<file path="src/rtl/prn_pkg.sv">
package prn_pkg;

  localparam int BUS_W = 8;

  typedef enum logic [1:0] {
    SEL_DATA   = 2'b00,
    SEL_STATUS = 2'b01,
    SEL_STROBE = 2'b10,
    SEL_SPARE  = 2'b11
  } prn_sel_e;

endpackage

</file>
<file path="src/rtl/prn_busy_sync.sv">
module prn_busy_sync #(
  parameter int STAGES = 2
) (
  input  logic clk,
  input  logic rst_n,
  input  logic busy_async,
  output logic busy_sync
);

  logic [STAGES-1:0] stage_q;
  logic [STAGES-1:0] stage_d;

  // Next state: each stage takes the one before it.
  always_comb begin
    stage_d[0] = busy_async;
    for (int i = 1; i < STAGES; i++) begin
      stage_d[i] = stage_q[i-1];
    end
  end

  always_ff @(posedge clk or negedge rst_n) begin
    if (!rst_n) begin
      stage_q <= '0;
    end else begin
      stage_q <= stage_d;
    end
  end

  assign busy_sync = stage_q[STAGES-1];

  generate
    for (genvar g = 1; g < STAGES; g++) begin : g_chk
      AST_SYNC_ADVANCE: assert property (@(posedge clk) disable iff (!rst_n)
        stage_q[g] == $past(stage_q[g-1]));
    end
  endgenerate

endmodule

</file>
<file path="src/rtl/prn_shift_reg.sv">
module prn_shift_reg #(
  parameter int WIDTH = 8
) (
  input  logic             clk,
  input  logic             rst_n,
  input  logic             shift_en,
  input  logic             serial_in,
  output logic [WIDTH-1:0] par_out
);

  logic [WIDTH-1:0] sr_q;
  logic [WIDTH-1:0] sr_d;

  // Next state: first bit in travels towards the MSB.
  always_comb begin
    if (shift_en) begin
      sr_d = {sr_q[WIDTH-2:0], serial_in};
    end else begin
      sr_d = sr_q;
    end
  end

  always_ff @(posedge clk or negedge rst_n) begin
    if (!rst_n) begin
      sr_q <= '0;
    end else begin
      sr_q <= sr_d;
    end
  end

  assign par_out = sr_q;

  AST_SHIFT_STEP: assert property (@(posedge clk) disable iff (!rst_n)
    shift_en |=> (par_out == {$past(par_out[WIDTH-2:0]), $past(serial_in)}));
  AST_SHIFT_HOLD: assert property (@(posedge clk) disable iff (!rst_n)
    !shift_en |=> $stable(par_out));

endmodule

</file>
<file path="src/rtl/prn_strobe_gen.sv">
module prn_strobe_gen #(
  parameter int WIDTH = 4
) (
  input  logic clk,
  input  logic rst_n,
  input  logic fire,
  output logic strobe_n
);

  localparam int CNT_W = $clog2(WIDTH + 1);
  localparam logic [CNT_W-1:0] LOAD = CNT_W'(WIDTH);

  logic [CNT_W-1:0] cnt_q;
  logic [CNT_W-1:0] cnt_d;
  logic             strobe_n_q;
  logic             strobe_n_d;

  // Next state: a fire reloads the count, so a pulse in progress restarts.
  always_comb begin
    if (fire) begin
      cnt_d = LOAD;
    end else if (cnt_q != '0) begin
      cnt_d = cnt_q - 1'b1;
    end else begin
      cnt_d = cnt_q;
    end
    strobe_n_d = (cnt_d == '0);
  end

  always_ff @(posedge clk or negedge rst_n) begin
    if (!rst_n) begin
      cnt_q      <= '0;
      strobe_n_q <= 1'b1;
    end else begin
      cnt_q      <= cnt_d;
      strobe_n_q <= strobe_n_d;
    end
  end

  assign strobe_n = strobe_n_q;

  AST_STROBE_FIRE: assert property (@(posedge clk) disable iff (!rst_n)
    fire |=> !strobe_n);
  AST_STROBE_END: assert property (@(posedge clk) disable iff (!rst_n)
    (!fire && cnt_q == CNT_W'(1)) |=> strobe_n);
  AST_STROBE_RELOAD: assert property (@(posedge clk) disable iff (!rst_n)
    fire |=> (cnt_q == LOAD));
  AST_CNT_RANGE: assert property (@(posedge clk) disable iff (!rst_n)
    cnt_q <= LOAD);

endmodule

</file>
<file path="src/rtl/prn_serial_port.sv">
module prn_serial_port #(
  parameter int SR_WIDTH      = 8,
  parameter int STROBE_CYCLES = 4,
  parameter int SYNC_STAGES   = 2,
  parameter int BUSY_BIT      = 5
) (
  input  logic                       clk,
  input  logic                       rst_n,
  input  logic                       rd_en,
  input  logic                       wr_en,
  input  logic [1:0]                 reg_sel,
  input  logic [prn_pkg::BUS_W-1:0]  cpu_wdata,
  output logic [prn_pkg::BUS_W-1:0]  cpu_rdata,
  output logic [SR_WIDTH-1:0]        prn_data,
  output logic                       prn_strobe_n,
  input  logic                       prn_busy
);

  import prn_pkg::*;

  localparam logic [BUS_W-1:0] RD_FILL = '1;

  logic             shift_en;
  logic             strobe_fire;
  logic             status_rd;
  logic             busy_sync;
  logic [BUS_W-1:0] rdata_q;
  logic [BUS_W-1:0] rdata_d;
  logic             unused_wbits;

  assign unused_wbits = ^cpu_wdata[BUS_W-2:0];

  // Select decode
  assign shift_en    = wr_en && (reg_sel == SEL_DATA);
  assign strobe_fire = rd_en && (reg_sel == SEL_STROBE);
  assign status_rd   = rd_en && (reg_sel == SEL_STATUS);

  prn_shift_reg #(.WIDTH(SR_WIDTH)) u_shift (
    .clk       (clk),
    .rst_n     (rst_n),
    .shift_en  (shift_en),
    .serial_in (cpu_wdata[BUS_W-1]),
    .par_out   (prn_data)
  );

  prn_strobe_gen #(.WIDTH(STROBE_CYCLES)) u_strobe (
    .clk      (clk),
    .rst_n    (rst_n),
    .fire     (strobe_fire),
    .strobe_n (prn_strobe_n)
  );

  prn_busy_sync #(.STAGES(SYNC_STAGES)) u_sync (
    .clk        (clk),
    .rst_n      (rst_n),
    .busy_async (prn_busy),
    .busy_sync  (busy_sync)
  );

  // Read data next state
  always_comb begin
    rdata_d = rdata_q;
    if (rd_en) begin
      rdata_d = RD_FILL;
      if (status_rd) begin
        rdata_d[BUSY_BIT] = busy_sync;
      end
    end
  end

  always_ff @(posedge clk or negedge rst_n) begin
    if (!rst_n) begin
      rdata_q <= RD_FILL;
    end else begin
      rdata_q <= rdata_d;
    end
  end

  assign cpu_rdata = rdata_q;

  AST_STATUS_BIT: assert property (@(posedge clk) disable iff (!rst_n)
    status_rd |=> (cpu_rdata[BUSY_BIT] == $past(busy_sync)));
  AST_READ_FILL: assert property (@(posedge clk) disable iff (!rst_n)
    (rd_en && !status_rd) |=> (cpu_rdata == RD_FILL));
  AST_READ_HOLD: assert property (@(posedge clk) disable iff (!rst_n)
    !rd_en |=> $stable(cpu_rdata));
  AST_NO_WR_STROBE: assert property (@(posedge clk) disable iff (!rst_n)
    (!rd_en && prn_strobe_n) |=> prn_strobe_n);
  AST_ONE_ACCESS: assert property (@(posedge clk) disable iff (!rst_n)
    !(rd_en && wr_en));

endmodule

</file>
<file path="config.mk">
export PLATFORM = sky130hd
export DESIGN_NAME = prn_serial_port
export DESIGN_NICKNAME = d
export VERILOG_FILES = /design/src/rtl/prn_pkg.sv /design/src/rtl/prn_busy_sync.sv /design/src/rtl/prn_shift_reg.sv /design/src/rtl/prn_strobe_gen.sv /design/src/rtl/prn_serial_port.sv
export SDC_FILE = /design/constraint.sdc
export NUM_CORES = 1
export LEC_CHECK = 0
export CORE_MARGIN = 8
export CORE_UTILIZATION = 40
export DETAILED_ROUTE_END_ITERATION = 10
export DONT_BUFFER_PORTS = 1
export HOLD_SLACK_MARGIN = 0.06
export PLACE_DENSITY = 0.54
export SETUP_SLACK_MARGIN = 0.1
export SLEW_MARGIN = 10
export SYNTH_ARGS = -nofsm -noshare
export SYNTH_HDL_FRONTEND = slang
export SYNTH_SLANG_ARGS = --single-unit
</file>
<file path="constraint.sdc">
create_clock -name clk -period 1.6 [get_ports clk]
set_clock_uncertainty 0.15 [all_clocks]
set_input_delay 0.24 -clock clk [delete_from_list [all_inputs] [get_ports clk]]
set_output_delay 0.24 -clock clk [all_outputs]
set_load 0.05 [all_outputs]
</file>
# Yosys cells after proc, flatten, opt, wreduce, memory -nomap -nowiden
# Index checks and enable logic that the tools add are counted.
# W data, S select, Z words.
[word_totals] in_bits=15 rom_bits=0 register_bits=15 ramBits=0 latch_bits=0 n_memories=0
[op_classes] reduce_logical=6 n_shift=0 n_addsub=1 eq_ne=2 muxes=3 div=0 bitwise=0 n_lt_le_gt_ge=0 multipliers=0
[ops] op="$mux W3" count=2
[ops] op="$logic_and A1 B1 Y1" count=3
[ops] op="$logic_not A3 Y1" count=1
[ops] op="$reduce_bool A3 Y1" count=1
[ops] op="$sub A3 B1 Y3 const B" count=1
[ops] op="$eq A2 B1 Y1 const B" count=1
[ops] op="$eq A2 B2 Y1 const B" count=1
[ops] op="$logic_not A2 Y1" count=1
[ops] op="$mux W1" count=1

# Logic depth before layout (Yosys ltp)
[logic_depth] depth_word=4 ltp_mapped=5 ltp_nobuf=5

# Cells and area by module
# Synthesis repeated with hierarchy kept, for this count alone.
[hier_totals] cells_unflattened=53 hier_area_um2=706.9
[by_module_without_submodules] module="prn_shift_reg" cells_each=17 area_each_um2=331.6 seq_area_each_um2=200.2 instances=1
[by_module_without_submodules] module="prn_strobe_gen" cells_each=19 area_each_um2=214.0 seq_area_each_um2=101.3 instances=1
[by_module_without_submodules] module="prn_serial_port" cells_each=15 area_each_um2=111.4 seq_area_each_um2=26.3 instances=1
[by_module_without_submodules] module="prn_busy_sync" cells_each=2 area_each_um2=50.0 seq_area_each_um2=50.0 instances=1

# Least setup slack after synthesis
# OpenSTA, ideal clock, no wires.
[synth_path] kind="register to register" startpoint="reg u_strobe.cnt_q[0]" endpoint="reg u_strobe.strobe_n_q (netlist: u_strobe.strobe_n)" period_less_slack_ns=1.607 slack_ns=-0.007 arrival_ns=1.368 required_ns=1.361 stages_incl_launch_ff=6 path_cell_list="dfrtp_1 > inv_1 > ha_1 > ha_1 > or3b_1 > a211oi_1"
[synth_via] elab_chain_len=4
[synth_rtl] element="from (decl)" line_no="prn_strobe_gen.sv:13" text="logic [CNT_W-1:0] cnt_q;"
[synth_rtl] element="from (signal assigned)" line_no="prn_strobe_gen.sv:35" text="cnt_q <= cnt_d;"
[synth_rtl] element="$sub A3 B1 Y3 / $reduce_bool A3 Y1 (equally long branches)" line_no="prn_strobe_gen.sv:23, prn_strobe_gen.sv:22"
[synth_rtl] element="$mux W3 (*)" line_no="prn_strobe_gen.sv:22" text="end else if (cnt_q != '0) begin"
[synth_rtl] element="$mux W3 (*)" line_no="prn_strobe_gen.sv:20" text="if (fire) begin"
[synth_rtl] element="$logic_not A3 Y1 (*)" line_no="prn_strobe_gen.sv:27" text="strobe_n_d = (cnt_d == '0);"
[synth_rtl] element="via u_strobe.strobe_n_d" line_no="prn_strobe_gen.sv:16" text="logic strobe_n_d;"
[synth_rtl] element="to (signal assigned)" line_no="prn_strobe_gen.sv:36" text="strobe_n_q <= strobe_n_d;"
[synth_rtl] element="to (decl)" line_no="prn_strobe_gen.sv:15" text="logic strobe_n_q;"
# The timed path passes the listed nets; every way through them passes the cells marked *.
# A chain may end at the register's enable or synchronous reset.

# Worst setup path after layout
[layout_path] startpoint="reg u_strobe.cnt_q[1]" endpoint="reg u_strobe.strobe_n_q (netlist: u_strobe.strobe_n)"
# The elaborated chain is that of the path after synthesis.

==> impl_metrics.json <==
{
  "die_y_um": 57.1,
  "period_share_pct": 97.7,
  "routabilityCongestion": 0.710,
  "rsz0062_at_grt": "yes",
  "die_w_um": 57.1,
  "hold_class": "in -> reg",
  "n_fill_cell": 152,
  "area_growth_pct": 31.5,
  "path_clk_slew_ps": 80,
  "grt_pass1_vias": 500,
  "seq_area_um2": 378,
  "first_iter_violations": 2,
  "grt_pass1_wl_um": 2400,
  "wl_per_cell_um": 15.8,
  "drt_wl_total_um": 1420,
  "max_cap_viol_count": 0,
  "worstPathRequired_ps": 1650,
  "synth.ff_latch_count": 15,
  "crit_type": "reg -> reg",
  "pin_count": 32,
  "cts_tree": "yes",
  "dp_slack_ps": 14.3,
  "worst_slew_pin_slew_ps": 652,
  "antenna_found_initial": 0,
  "ctsLongestPathBuffers": 2,
  "syn_area_um2": 676,
  "grt_overflow": 0,
  "core_um2": 1650,
  "hold_violations": 0,
  "cp.arrival_ps": 1610,
  "startpoint_type": "flop",
  "worstSetupEndpoint": "u_strobe.strobe_n$_DFF_PN1_",
  "grt_max_degree": 16,
  "maxSlewHeadroom_pct": 56.4,
  "min_period_ps": 1560,
  "ys_seq_area_share_pct": 55.9,
  "place_hpwl_um": 1060,
  "clk_latency_ps": 270,
  "p_per_area_nw_per_um2": 2100,
  "power_mw": 1.87,
  "port_buffers": 0,
  "rrSetupSlack_ps": 40,
  "maxSlewViolCount": 0,
  "cts_buffers": 3,
  "antenna_cells": 0,
  "ctsRootBufferMaster": "clkbuf_4",
  "fmax_mhz": 640,
  "cts-htree-levels": 1,
  "drive_above_1_share_pct": 49.3,
  "r2r-end": "u_strobe.strobe_n$_DFF_PN1_",
  "clock-sinks": 15,
  "peakVddDrop_mv": 1.13,
  "end_kind": "flop",
  "ys_warn_count": 0,
  "setup_ws_ps": 37.3,
  "layout.nets": 92,
  "grt.total_usage_pct": 9.59,
  "drt-pass1-iter-count": 2,
  "drt.antenna.violating_nets": 0,
  "postSynthCellCount": 51,
  "dieArea_um2": 3260,
  "final_cell_mix": "buf_4 (13), dfrtp_1 (13), mux2_2 (8), conb_1 (7), dlygate4sd3_1 (6)",
  "multi_input_area_um2": 290,
  "reg2reg_from": "u_strobe.cnt_q[1]$_DFF_PN0_",
  "yosysUniqueCellTypes": 17,
  "avgViaCountPerCell": 4.81,
  "initial_core_util_pct": 40.9,
  "fp-row-count": 15,
  "leakage_nw": 0.419,
  "crit_path_start": "u_strobe.cnt_q[1]$_DFF_PN0_",
  "avgSynthCellArea_um2": 13.2,
  "finalSetupViolCount": 0,
  "crit_fanout": 2,
  "setup_tns_ps": 0,
  "status": "finished clean",
  "r2r_cells": 5,
  "num_vias": 433,
  "holdWs_ps": 75.9,
  "route.detailed.drc": 0
}
report_power, final:
| group | leakage (nW) | switching (mW) | internal [mW] | total (mW) |
|---|---|---|---|---|
| clock network | 0.0150 | 0.113 | 0.0966 | 0.210 |
| registers | 0.180 | 0.122 | 0.524 | 0.646 |
| logic | 0.224 | 0.595 | 0.418 | 1.01 |
| total | 0.419 | 0.830 | 1.04 | 1.87 |
registers in the layout, indices dropped and copies added, names as in the netlist:
signal             flops
u_strobe.cnt_q         3
u_shift.par_out        8
u_strobe.strobe_n      1
u_sync.stage_q         2
cpu_rdata              1
stage by stage:
stage,area [um2],cells,util [%]
after global routing,888,90,53.8
after floorplan,728,57,-
final,888,90,53.8
after CTS,883,90,53.5
after detailed placement,764,76,46.3
after global placement,764,76,46.3
cells in the mapped netlist:
master,n,share of area (%)
mux2_2,8,13
or3b_1,1,1.3
nor2_1,3,1.7
and3b_2,1,1.5
or2_2,1,0.93
conb_1,1,0.56
ha_1,3,5.6
nor3b_4,1,2.8
dfstp_2,2,7.8
buf_4,7,7.8
xor2_1,1,1.3
nand3b_1,1,1.1
nor2b_1,1,0.93
a211oi_1,2,2.2
dfrtp_1,13,48
inv_1,4,2.2
a31oi_1,1,0.93
cell type report:
class,instances,area share (%)
multi-input cells,31,32.7
flip-flops and latches,15,42.5
clock buffers,4,2.96
well taps,17,2.39
repair buffers,19,17.7
inverters,4,1.69
kinds of logic after synthesis:
kind of cell,after synthesis,share of synthesized area (%)
AO/OA/AOI/OAI,3,3.15
XOR/XNOR,1,1.30
adder cells (fa/ha/maj),3,5.56
buffers and inverters,11,10.0
flip-flops,15,55.9
multiplexers,8,13.3
other,1,0.555
AND/OR/NAND/NOR,9,10.2
critical path, stage by stage, from the launching register on:
cell and delay (ps):
dfrtp_1 400, inv_2 90, ha_4 150, ha_4 120, or3b_4 380, a211oi_2 200
repair_timing:
item	CTS	global route
gates resized for setup	1	2
hold buffers	6	0
pin swaps	3	2
hold endpoints to repair	19	0
setup endpoints to repair	1	2
buffers inserted	4	0
how the worst min path moves through the flow:
stage                     slack (ps)  cells past startpoint  start                        endpoint
after floorplan                 -210                      0  rst_n  u_shift.par_out[0]$_DFFE_PN0P_
after global placement          -210                      0  rst_n     u_strobe.cnt_q[2]$_DFF_PN0_
after detailed placement        -210                      0  rst_n  u_shift.par_out[4]$_DFFE_PN0P_
after CTS                         60                      2  rd_en     u_strobe.strobe_n$_DFF_PN1_
after global routing              60                      2  rd_en     u_strobe.strobe_n$_DFF_PN1_
final                             80                      2  rd_en     u_strobe.strobe_n$_DFF_PN1_
per-layer routing:
| layer | GRT usage [%] | wire length, um | vias up |
|---|---|---|---|
| met2 | 16.1 | 759 | 21 |
| met3 | 4.66 | 97 | 4 |
| met4 | 5.37 | 34 | 0 |
| met1 | 9.35 | 533 | 209 |
| met5 | 0 | 0 | - |
| li1 | - | - | 199 |
No activity file was read; power rests on OpenSTA's default activity.
